File: src/rtl/rwin_pkg.sv
package rwin_pkg;

  localparam int CNT_W = 5;
  localparam int SEL_W = 6;

  localparam int LD_FREE_LSB  = 0;
  localparam int LD_REST_LSB  = 5;
  localparam int LD_CLEAN_LSB = 10;
  localparam int LD_OTHER_LSB = 15;
  localparam int LD_SEL_LSB   = 20;
  localparam int LD_PTR_LSB   = 26;

  typedef enum logic [1:0] {
    OP_SAVE    = 2'd0,
    OP_RESTORE = 2'd1,
    OP_RETURN  = 2'd2,
    OP_LOAD    = 2'd3
  } rwin_op_e;

  typedef enum logic [2:0] {
    TRAP_NONE    = 3'd0,
    TRAP_SPILL_N = 3'd1,
    TRAP_SPILL_O = 3'd2,
    TRAP_FILL_N  = 3'd3,
    TRAP_FILL_O  = 3'd4,
    TRAP_CLEAN   = 3'd5,
    TRAP_ALIGN   = 3'd6
  } rwin_trap_e;

  typedef struct packed {
    logic [CNT_W-1:0] free_cnt;
    logic [CNT_W-1:0] rest_cnt;
    logic [CNT_W-1:0] clean_cnt;
    logic [CNT_W-1:0] other_cnt;
    logic [SEL_W-1:0] sel_reg;
  } rwin_cnt_t;

endpackage

File: src/rtl/rwin_rst_sync.sv
module rwin_rst_sync #(
  parameter int STAGES = 2
) (
  input  logic clk,
  input  logic rst_n,
  output logic rst_sync_n
);

  logic [STAGES-1:0] shift_q;

  always_ff @(posedge clk or negedge rst_n) begin
    if (!rst_n) shift_q <= '0;
    else        shift_q <= {shift_q[STAGES-2:0], 1'b1};
  end

  assign rst_sync_n = shift_q[STAGES-1];

endmodule

File: src/rtl/rwin_ptr_step.sv
module rwin_ptr_step #(
  parameter int NWIN = 8,
  localparam int PW = $clog2(NWIN)
) (
  input  logic [PW-1:0] ptr_i,
  output logic [PW-1:0] inc_o,
  output logic [PW-1:0] dec_o
);

  localparam logic [PW-1:0] LAST = PW'(NWIN - 1);

  generate
    if ((NWIN & (NWIN - 1)) == 0) begin : g_pow2
      // Natural binary wrap is already modulo NWIN.
      assign inc_o = ptr_i + 1'b1;
      assign dec_o = ptr_i - 1'b1;
    end else begin : g_any
      assign inc_o = (ptr_i == LAST) ? '0 : ptr_i + 1'b1;
      assign dec_o = (ptr_i == '0) ? LAST : ptr_i - 1'b1;
    end
  endgenerate

endmodule

File: src/rtl/rwin_trap_eval.sv
module rwin_trap_eval
  import rwin_pkg::*;
(
  input  rwin_op_e   op_i,
  input  logic [1:0] tgt_lo_i,
  input  rwin_cnt_t  cnt_i,
  output rwin_trap_e trap_o,
  output logic [2:0] vec_o
);

  logic       other_side;
  logic [2:0] side_sel;

  assign other_side = |cnt_i.other_cnt;
  assign side_sel   = other_side ? cnt_i.sel_reg[5:3] : cnt_i.sel_reg[2:0];

  always_comb begin
    trap_o = TRAP_NONE;
    vec_o  = 3'd0;
    unique case (op_i)
      OP_SAVE: begin
        if (cnt_i.free_cnt == '0) begin
          trap_o = other_side ? TRAP_SPILL_O : TRAP_SPILL_N;
          vec_o  = side_sel;
        end else if (cnt_i.clean_cnt == cnt_i.rest_cnt) begin
          trap_o = TRAP_CLEAN;
        end
      end
      OP_RESTORE: begin
        if (cnt_i.rest_cnt == '0) begin
          trap_o = other_side ? TRAP_FILL_O : TRAP_FILL_N;
          vec_o  = side_sel;
        end
      end
      OP_RETURN: begin
        // Alignment is judged before any window check.
        if (tgt_lo_i != 2'b00) begin
          trap_o = TRAP_ALIGN;
        end else if (cnt_i.rest_cnt == '0) begin
          trap_o = other_side ? TRAP_FILL_O : TRAP_FILL_N;
          vec_o  = side_sel;
        end
      end
      default: trap_o = TRAP_NONE;
    endcase
  end

endmodule

File: src/rtl/rwin_ctrl.sv
module rwin_ctrl
  import rwin_pkg::*;
#(
  parameter int NWINDOWS = 8,
  parameter int ADDR_W   = 32,
  localparam int PW      = $clog2(NWINDOWS)
) (
  input  logic              clk,
  input  logic              rst_n,
  input  logic              cmd_valid_i,
  input  logic [1:0]        cmd_op_i,
  input  logic [ADDR_W-1:0] cmd_target_i,
  output logic [PW-1:0]     cwp_o,
  output logic [PW-1:0]     rd_win_o,
  output logic [PW-1:0]     wr_win_o,
  output logic              trap_valid_o,
  output logic [2:0]        trap_type_o,
  output logic [2:0]        trap_vec_o,
  output logic              redir_valid_o,
  output logic [ADDR_W-1:0] redir_pc_o
);

  localparam logic [CNT_W-1:0] RST_FREE  = CNT_W'(NWINDOWS - 2);
  localparam logic [CNT_W-1:0] RST_CLEAN = CNT_W'(NWINDOWS - 1);

  logic rst_sync_n;

  rwin_rst_sync #(.STAGES(2)) u_rst (
    .clk        (clk),
    .rst_n      (rst_n),
    .rst_sync_n (rst_sync_n)
  );

  rwin_op_e  op;
  rwin_cnt_t cnt_q, cnt_d;
  logic [PW-1:0] cwp_q, cwp_d, cwp_inc, cwp_dec, load_ptr;
  logic [PW-1:0] rd_q, rd_d, wr_q, wr_d;
  rwin_trap_e trap_now;
  logic [2:0] vec_now;
  logic       tv_q, tv_d, rv_q, rv_d;
  logic [2:0] tt_q, tt_d, tvec_q, tvec_d;
  logic [ADDR_W-1:0] rpc_q, rpc_d;

  assign op = rwin_op_e'(cmd_op_i);

  rwin_ptr_step #(.NWIN(NWINDOWS)) u_step (
    .ptr_i (cwp_q),
    .inc_o (cwp_inc),
    .dec_o (cwp_dec)
  );

  rwin_trap_eval u_eval (
    .op_i     (op),
    .tgt_lo_i (cmd_target_i[1:0]),
    .cnt_i    (cnt_q),
    .trap_o   (trap_now),
    .vec_o    (vec_now)
  );

  // Loaded pointer values outside the ring fall back to window 0.
  always_comb begin
    load_ptr = cmd_target_i[LD_PTR_LSB +: PW];
    if (32'(load_ptr) >= NWINDOWS) load_ptr = '0;
  end

  // Next-state
  always_comb begin
    cnt_d  = cnt_q;
    cwp_d  = cwp_q;
    rd_d   = rd_q;
    wr_d   = wr_q;
    tv_d   = 1'b0;
    tt_d   = 3'd0;
    tvec_d = 3'd0;
    rv_d   = 1'b0;
    rpc_d  = rpc_q;
    if (cmd_valid_i) begin
      rd_d = cwp_q;
      wr_d = cwp_q;
      if (trap_now != TRAP_NONE) begin
        tv_d   = 1'b1;
        tt_d   = trap_now;
        tvec_d = vec_now;
      end else begin
        unique case (op)
          OP_SAVE: begin
            cwp_d          = cwp_inc;
            cnt_d.free_cnt = cnt_q.free_cnt - 1'b1;
            cnt_d.rest_cnt = cnt_q.rest_cnt + 1'b1;
          end
          OP_RESTORE, OP_RETURN: begin
            cwp_d          = cwp_dec;
            cnt_d.free_cnt = cnt_q.free_cnt + 1'b1;
            cnt_d.rest_cnt = cnt_q.rest_cnt - 1'b1;
            if (op == OP_RETURN) begin
              rv_d  = 1'b1;
              rpc_d = cmd_target_i;
            end
          end
          default: begin
            cwp_d           = load_ptr;
            cnt_d.free_cnt  = cmd_target_i[LD_FREE_LSB  +: CNT_W];
            cnt_d.rest_cnt  = cmd_target_i[LD_REST_LSB  +: CNT_W];
            cnt_d.clean_cnt = cmd_target_i[LD_CLEAN_LSB +: CNT_W];
            cnt_d.other_cnt = cmd_target_i[LD_OTHER_LSB +: CNT_W];
            cnt_d.sel_reg   = cmd_target_i[LD_SEL_LSB   +: SEL_W];
          end
        endcase
        wr_d = cwp_d;
      end
    end
  end

  // Registers
  always_ff @(posedge clk or negedge rst_sync_n) begin
    if (!rst_sync_n) begin
      cnt_q.free_cnt  <= RST_FREE;
      cnt_q.rest_cnt  <= '0;
      cnt_q.clean_cnt <= RST_CLEAN;
      cnt_q.other_cnt <= '0;
      cnt_q.sel_reg   <= '0;
      cwp_q  <= '0;
      rd_q   <= '0;
      wr_q   <= '0;
      tv_q   <= 1'b0;
      tt_q   <= 3'd0;
      tvec_q <= 3'd0;
      rv_q   <= 1'b0;
      rpc_q  <= '0;
    end else begin
      if (cmd_valid_i) begin
        cnt_q <= cnt_d;
        cwp_q <= cwp_d;
        rd_q  <= rd_d;
        wr_q  <= wr_d;
      end
      if (rv_d) rpc_q <= rpc_d;
      tv_q   <= tv_d;
      tt_q   <= tt_d;
      tvec_q <= tvec_d;
      rv_q   <= rv_d;
    end
  end

  assign cwp_o         = cwp_q;
  assign rd_win_o      = rd_q;
  assign wr_win_o      = wr_q;
  assign trap_valid_o  = tv_q;
  assign trap_type_o   = tt_q;
  assign trap_vec_o    = tvec_q;
  assign redir_valid_o = rv_q;
  assign redir_pc_o    = rpc_q;

  // Assertions
  p_ptr_range_r2: assert property (@(posedge clk) disable iff (!rst_sync_n)
    32'(cwp_o) < NWINDOWS);

  p_save_step_r3: assert property (@(posedge clk) disable iff (!rst_sync_n)
    (cmd_valid_i && op == OP_SAVE && cnt_q.free_cnt != '0 &&
     cnt_q.clean_cnt != cnt_q.rest_cnt) |=> (cwp_o == $past(cwp_inc)));

  p_spill_r4: assert property (@(posedge clk) disable iff (!rst_sync_n)
    (cmd_valid_i && op == OP_SAVE && cnt_q.free_cnt == '0) |=>
    (trap_valid_o && (trap_type_o == TRAP_SPILL_N || trap_type_o == TRAP_SPILL_O)));

  p_restore_cnt_r7: assert property (@(posedge clk) disable iff (!rst_sync_n)
    (cmd_valid_i && op == OP_RESTORE && cnt_q.rest_cnt != '0) |=>
    (cnt_q.free_cnt == CNT_W'($past(cnt_q.free_cnt) + 1'b1)));

  p_align_first_r8: assert property (@(posedge clk) disable iff (!rst_sync_n)
    (cmd_valid_i && op == OP_RETURN && cmd_target_i[1:0] != 2'b00) |=>
    (trap_valid_o && trap_type_o == TRAP_ALIGN));

  p_redir_clean_r9: assert property (@(posedge clk) disable iff (!rst_sync_n)
    redir_valid_o |-> (!trap_valid_o && redir_pc_o[1:0] == 2'b00));

  p_trap_hold_r10: assert property (@(posedge clk) disable iff (!rst_sync_n)
    trap_valid_o |-> $stable(cwp_o));

  p_trap_win_r11: assert property (@(posedge clk) disable iff (!rst_sync_n)
    trap_valid_o |-> (rd_win_o == wr_win_o));

  p_idle_r12: assert property (@(posedge clk) disable iff (!rst_sync_n)
    !cmd_valid_i |=> (!trap_valid_o && !redir_valid_o && $stable(cwp_o)));

endmodule

File: config.mk
export PLATFORM = sky130hd
export DESIGN_NAME = rwin_ctrl
export DESIGN_NICKNAME = d
export VERILOG_FILES = /design/src/rtl/rwin_pkg.sv /design/src/rtl/rwin_rst_sync.sv /design/src/rtl/rwin_ptr_step.sv /design/src/rtl/rwin_trap_eval.sv /design/src/rtl/rwin_ctrl.sv
export SDC_FILE = /design/constraint.sdc
export NUM_CORES = 1
export LEC_CHECK = 0
export BUFFER_PORTS_ARGS = -buffer_cell sky130_fd_sc_hd__clkbuf_2
export CORE_MARGIN = 10
export CORE_UTILIZATION = 35
export CTS_CLUSTER_DIAMETER = 200
export DETAILED_ROUTE_END_ITERATION = 10
export PLACE_DENSITY = 0.54
export REMOVE_ABC_BUFFERS = 1
export SLEW_MARGIN = 5
export SYNTH_ARGS = -nofsm -noshare
export SYNTH_HDL_FRONTEND = slang
export SYNTH_HIERARCHICAL = 1
export SYNTH_SLANG_ARGS = --single-unit
File: constraint.sdc
create_clock -name clk -period 6.05 [get_ports clk]
set_input_delay 0.3025 -clock clk [delete_from_list [all_inputs] [get_ports clk]]
set_output_delay 0.3025 -clock clk [all_outputs]
set_load 0.01 [all_outputs]
==> flow_metrics.tcl <==
set metrics [dict create \
    die_height_um 121.6 \
    hold_path_class "primary input to flop" \
    swShare_pct 33.23 \
    cp_max_fo 32 \
    pre_cts_slack_ns 2.161 \
    cts_hold_buf 1 \
    synth-edff-count 0 \
    setup_tns_ns 0 \
    max_freq_mhz 258.7 \
    core-area_um2 10180 \
    vdd_drop_max_uv 134.4 \
    finalPower_w 0.001872 \
    p_int_w 0.001250 \
    cp-start-kind "flop" \
    p_per_area_nw_per_um2 433.0 \
    cts_max_level 3 \
    ant_nets 0 \
    cts_setup_buffers 0 \
    routedWlPerCell_um 15.84 \
    synth_seq_cells 74 \
    dieArea_um2 14780 \
    rr_startpoint "cnt_q[8]" \
    grt_pass1_wl_mm 12.72 \
    cp-end-kind "flop" \
    finalCritPeriodShare_pct 63.88 \
    synthTopCellsByArea "dfrtp_1 (48%), mux2_4 (12%), mux2_2 (6.5%)" \
    avgViaCountPerCell 4.815 \
    synth_compound_area_share_pct 7.482 \
    synth_cells 284 \
    setup_viol 0 \
    p_leak_nw 2.202 \
    cts_inserted_buffers 9 \
    cp_slowest_stage_delay_ns 0.63 \
    synth_fa_ha_area_share_pct 3.117 \
    grt_util_all_layers_pct 10.75 \
    cts_tree "built" \
    drc 0 \
    utilization_pct 42.44 \
    layout_setup_ws_ns 2.185 \
    synth_xor_area_share_pct 2.182 \
    p_sw_w 0.0006219 \
    hpwlAfterDp_mm 5.814 \
    synth_area_um2 3612 \
    drive_gt1_share_pct 44.29 \
    ys_warn_count 6 \
    cp_slowest_cell "nor4b_4" \
    synth.avg_cell_area_um2 12.72 \
    synth_top_area_share_pct 47.80 \
    initial_core_util_pct 35.47 \
    status "finished clean" \
    worst_pin_slew_ns 0.8993 \
    critPathLaunch "cnt_q[8]" \
    hold_violations 0 \
    nets 409 \
    fin_skew_ns 0.01477 \
    rsz0062_at_grt "no" \
    yosysSeqAreaShare_pct 51.44 \
    drtIter0Drc 102 \
    finalMaxSlewViolations 0 \
    worstPathArrival_ns 4.10 \
    io_buffers 85 \
    power_frac_comb_pct 33.1 \
    pwr-share-clk_pct 22.4 \
    cts_resized 0 \
    diodes 0 \
    crit_required_ns 6.29 \
    relSlewSlack_pct 40.05 \
    ys_types 48 \
    grt_max_degree 73 \
    synth_top_family_by_area "multiplexers" \
    cts_sinks 74 \
    first_pass_iters 4 \
    gp_congestion 0.7756 \
    cts_max_path_buffers 2 \
    finalWorstPathRequiredPeriod_ns 3.865 \
    layoutNonFillerInstCount 504 \
    path_clk_slew_ns 0.08 \
    yosys.area.top_type "dfrtp_1" \
    num_vias 2427 \
    synth_simple_gate_area_share_pct 10.39 \
    dp_cells 487 \
    clkLatencyLatePin_ns 0.35 \
    syn_to_final_growth_pct 19.67 \
    muxShareOfSynthArea_pct 21.23 \
    antenna_found_initial 0 \
    hold_start "cmd_target_i[31]" \
    die_x_um 121.6 \
    pwr-share-seq_pct 44.5 \
    clockRootBuffer "clkbuf_8" \
    pin_count 86 \
    wl_mm 7.981 \
    synthFlopType "dfrtp_1" \
    overflow 0 \
    async_reset_ff_share_pct 100.0 \
    worstPathCellList "or4_4 -> or2_0 -> a211oi_2 -> o211ai_1 -> nor4b_4 -> and2_2 -> nand3_4 -> mux2_4" \
    grt_pass1_vias 2528 \
    drv_cap 0 \
    fp-row-count 37 \
    path_class "flop to flop" \
]
metrics by stage:
step	hold slack, ns	area [um2]
2_1_floorplan	0.006909	3496
3_3_place_gp	0.08853	4095
3_5_place_dp	0.08992	4095
4_1_cts	0.1621	4323
5_1_grt	0.1662	4323
6_report	0.1750	4323
cells in the final DEF, fill, tap and decap left out, types with 5 or more instances in the layout:
cell,n
a21oi_1,7
clkbuf_2,85
clkbuf_8,9
dfrtp_1,68
dfstp_2,5
ha_1,9
inv_1,8
mux2_2,21
mux2_4,30
mux2i_1,8
nand2_1,15
nand3_1,6
nor2_1,10
o21ai_0,11
xor2_1,5
registers in the layout, summed over array words and instances (netlist names):
signal         flops
cnt_q             26
u_rst/shift_q      2
rd_win_o           3
trap_valid_o       1
redir_valid_o      1
trap_type_o        3
redir_pc_o        32
wr_win_o           3
trap_vec_o         3
final timing paths:
path,end,slack [ns],cells after the start
min reg2reg,u_rst/shift_q[1],0.36,0
max reg2reg,redir_pc_o[30],2.18,8
min in group asynchronous,u_rst/shift_q[1],0.26,2
min,redir_pc_o[31],0.17,2
max in group asynchronous,wr_win_o[1],4.99,0
max,redir_pc_o[30],2.18,8
cell type report:
class / instances / area [um2]
clock inverter: 6 / 90.09
fill: 1005 / 5862
sequential: 74 / 1862
inverter: 8 / 30.03
timing repair buffer: 86 / 435.4
tap: 136 / 170.2
clock buffer: 10 / 127.6
multi-input combinational: 184 / 1608
cells in the mapped netlist (2+ instances only):
master / n
dfrtp_1: 69
mux2_4: 30
mux2_2: 21
nand2_1: 15
o21ai_0: 11
nor2_1: 10
ha_1: 9
inv_1: 8
mux2i_1: 8
a21oi_1: 7
clkbuf_1: 7
nand3_1: 6
dfstp_2: 5
xor2_1: 5
and2_1: 4
and3_1: 4
buf_4: 4
buf_6: 4
nand4_1: 4
o22ai_1: 4
or3_1: 4
xnor2_1: 4
a221o_1: 3
a31oi_1: 3
buf_2: 3
nor3_1: 3
o221ai_1: 3
nor2b_1: 2
nor4_1: 2
o211ai_1: 2
o21ai_1: 2
or4_1: 2
power by group through the flow:
stage | combinational [W] | clock [W] | sequential, W
3_5_place_dp | 0.000630 | 0 | 0.000843
4_1_cts | 0.000632 | 0.000434 | 0.000835
2_1_floorplan | 0.000397 | 0 | 0.000851
5_1_grt | 0.000700 | 0.000455 | 0.000864
6_report | 0.000620 | 0.000420 | 0.000832
3_3_place_gp | 0.000612 | 0 | 0.000838
per-layer routing:
metal / vias to the layer above / part of all wire (%) / global-route usage, %
met4: 0 / 1.5 / 4.098
met5: - / 0 / 0
met2: 68 / 49 / 17.25
li1: 1169 / - / -
met1: 1180 / 44 / 13.16
met3: 10 / 6.0 / 3.515
logic make-up (layout without fill, tap and decap cells):
group	count (synthesis)	in the layout
xor+xnor	9	9
buf+inv	26	110
compound gates	41	41
other cells	1	1
fa+ha+maj	9	9
flops	74	74
simple gates	65	65
mux	59	59
worst max-delay path, delay by kind of cell, from the launching register on:
| kind | cells | cell delay [ns] |
|---|---|---|
| flops | 1 | 0.38 |
| simple gates | 5 | 2.38 |
| compound gates | 2 | 0.46 |
| mux | 1 | 0.51 |
Note: power is estimated with default switching activity, not from simulation.
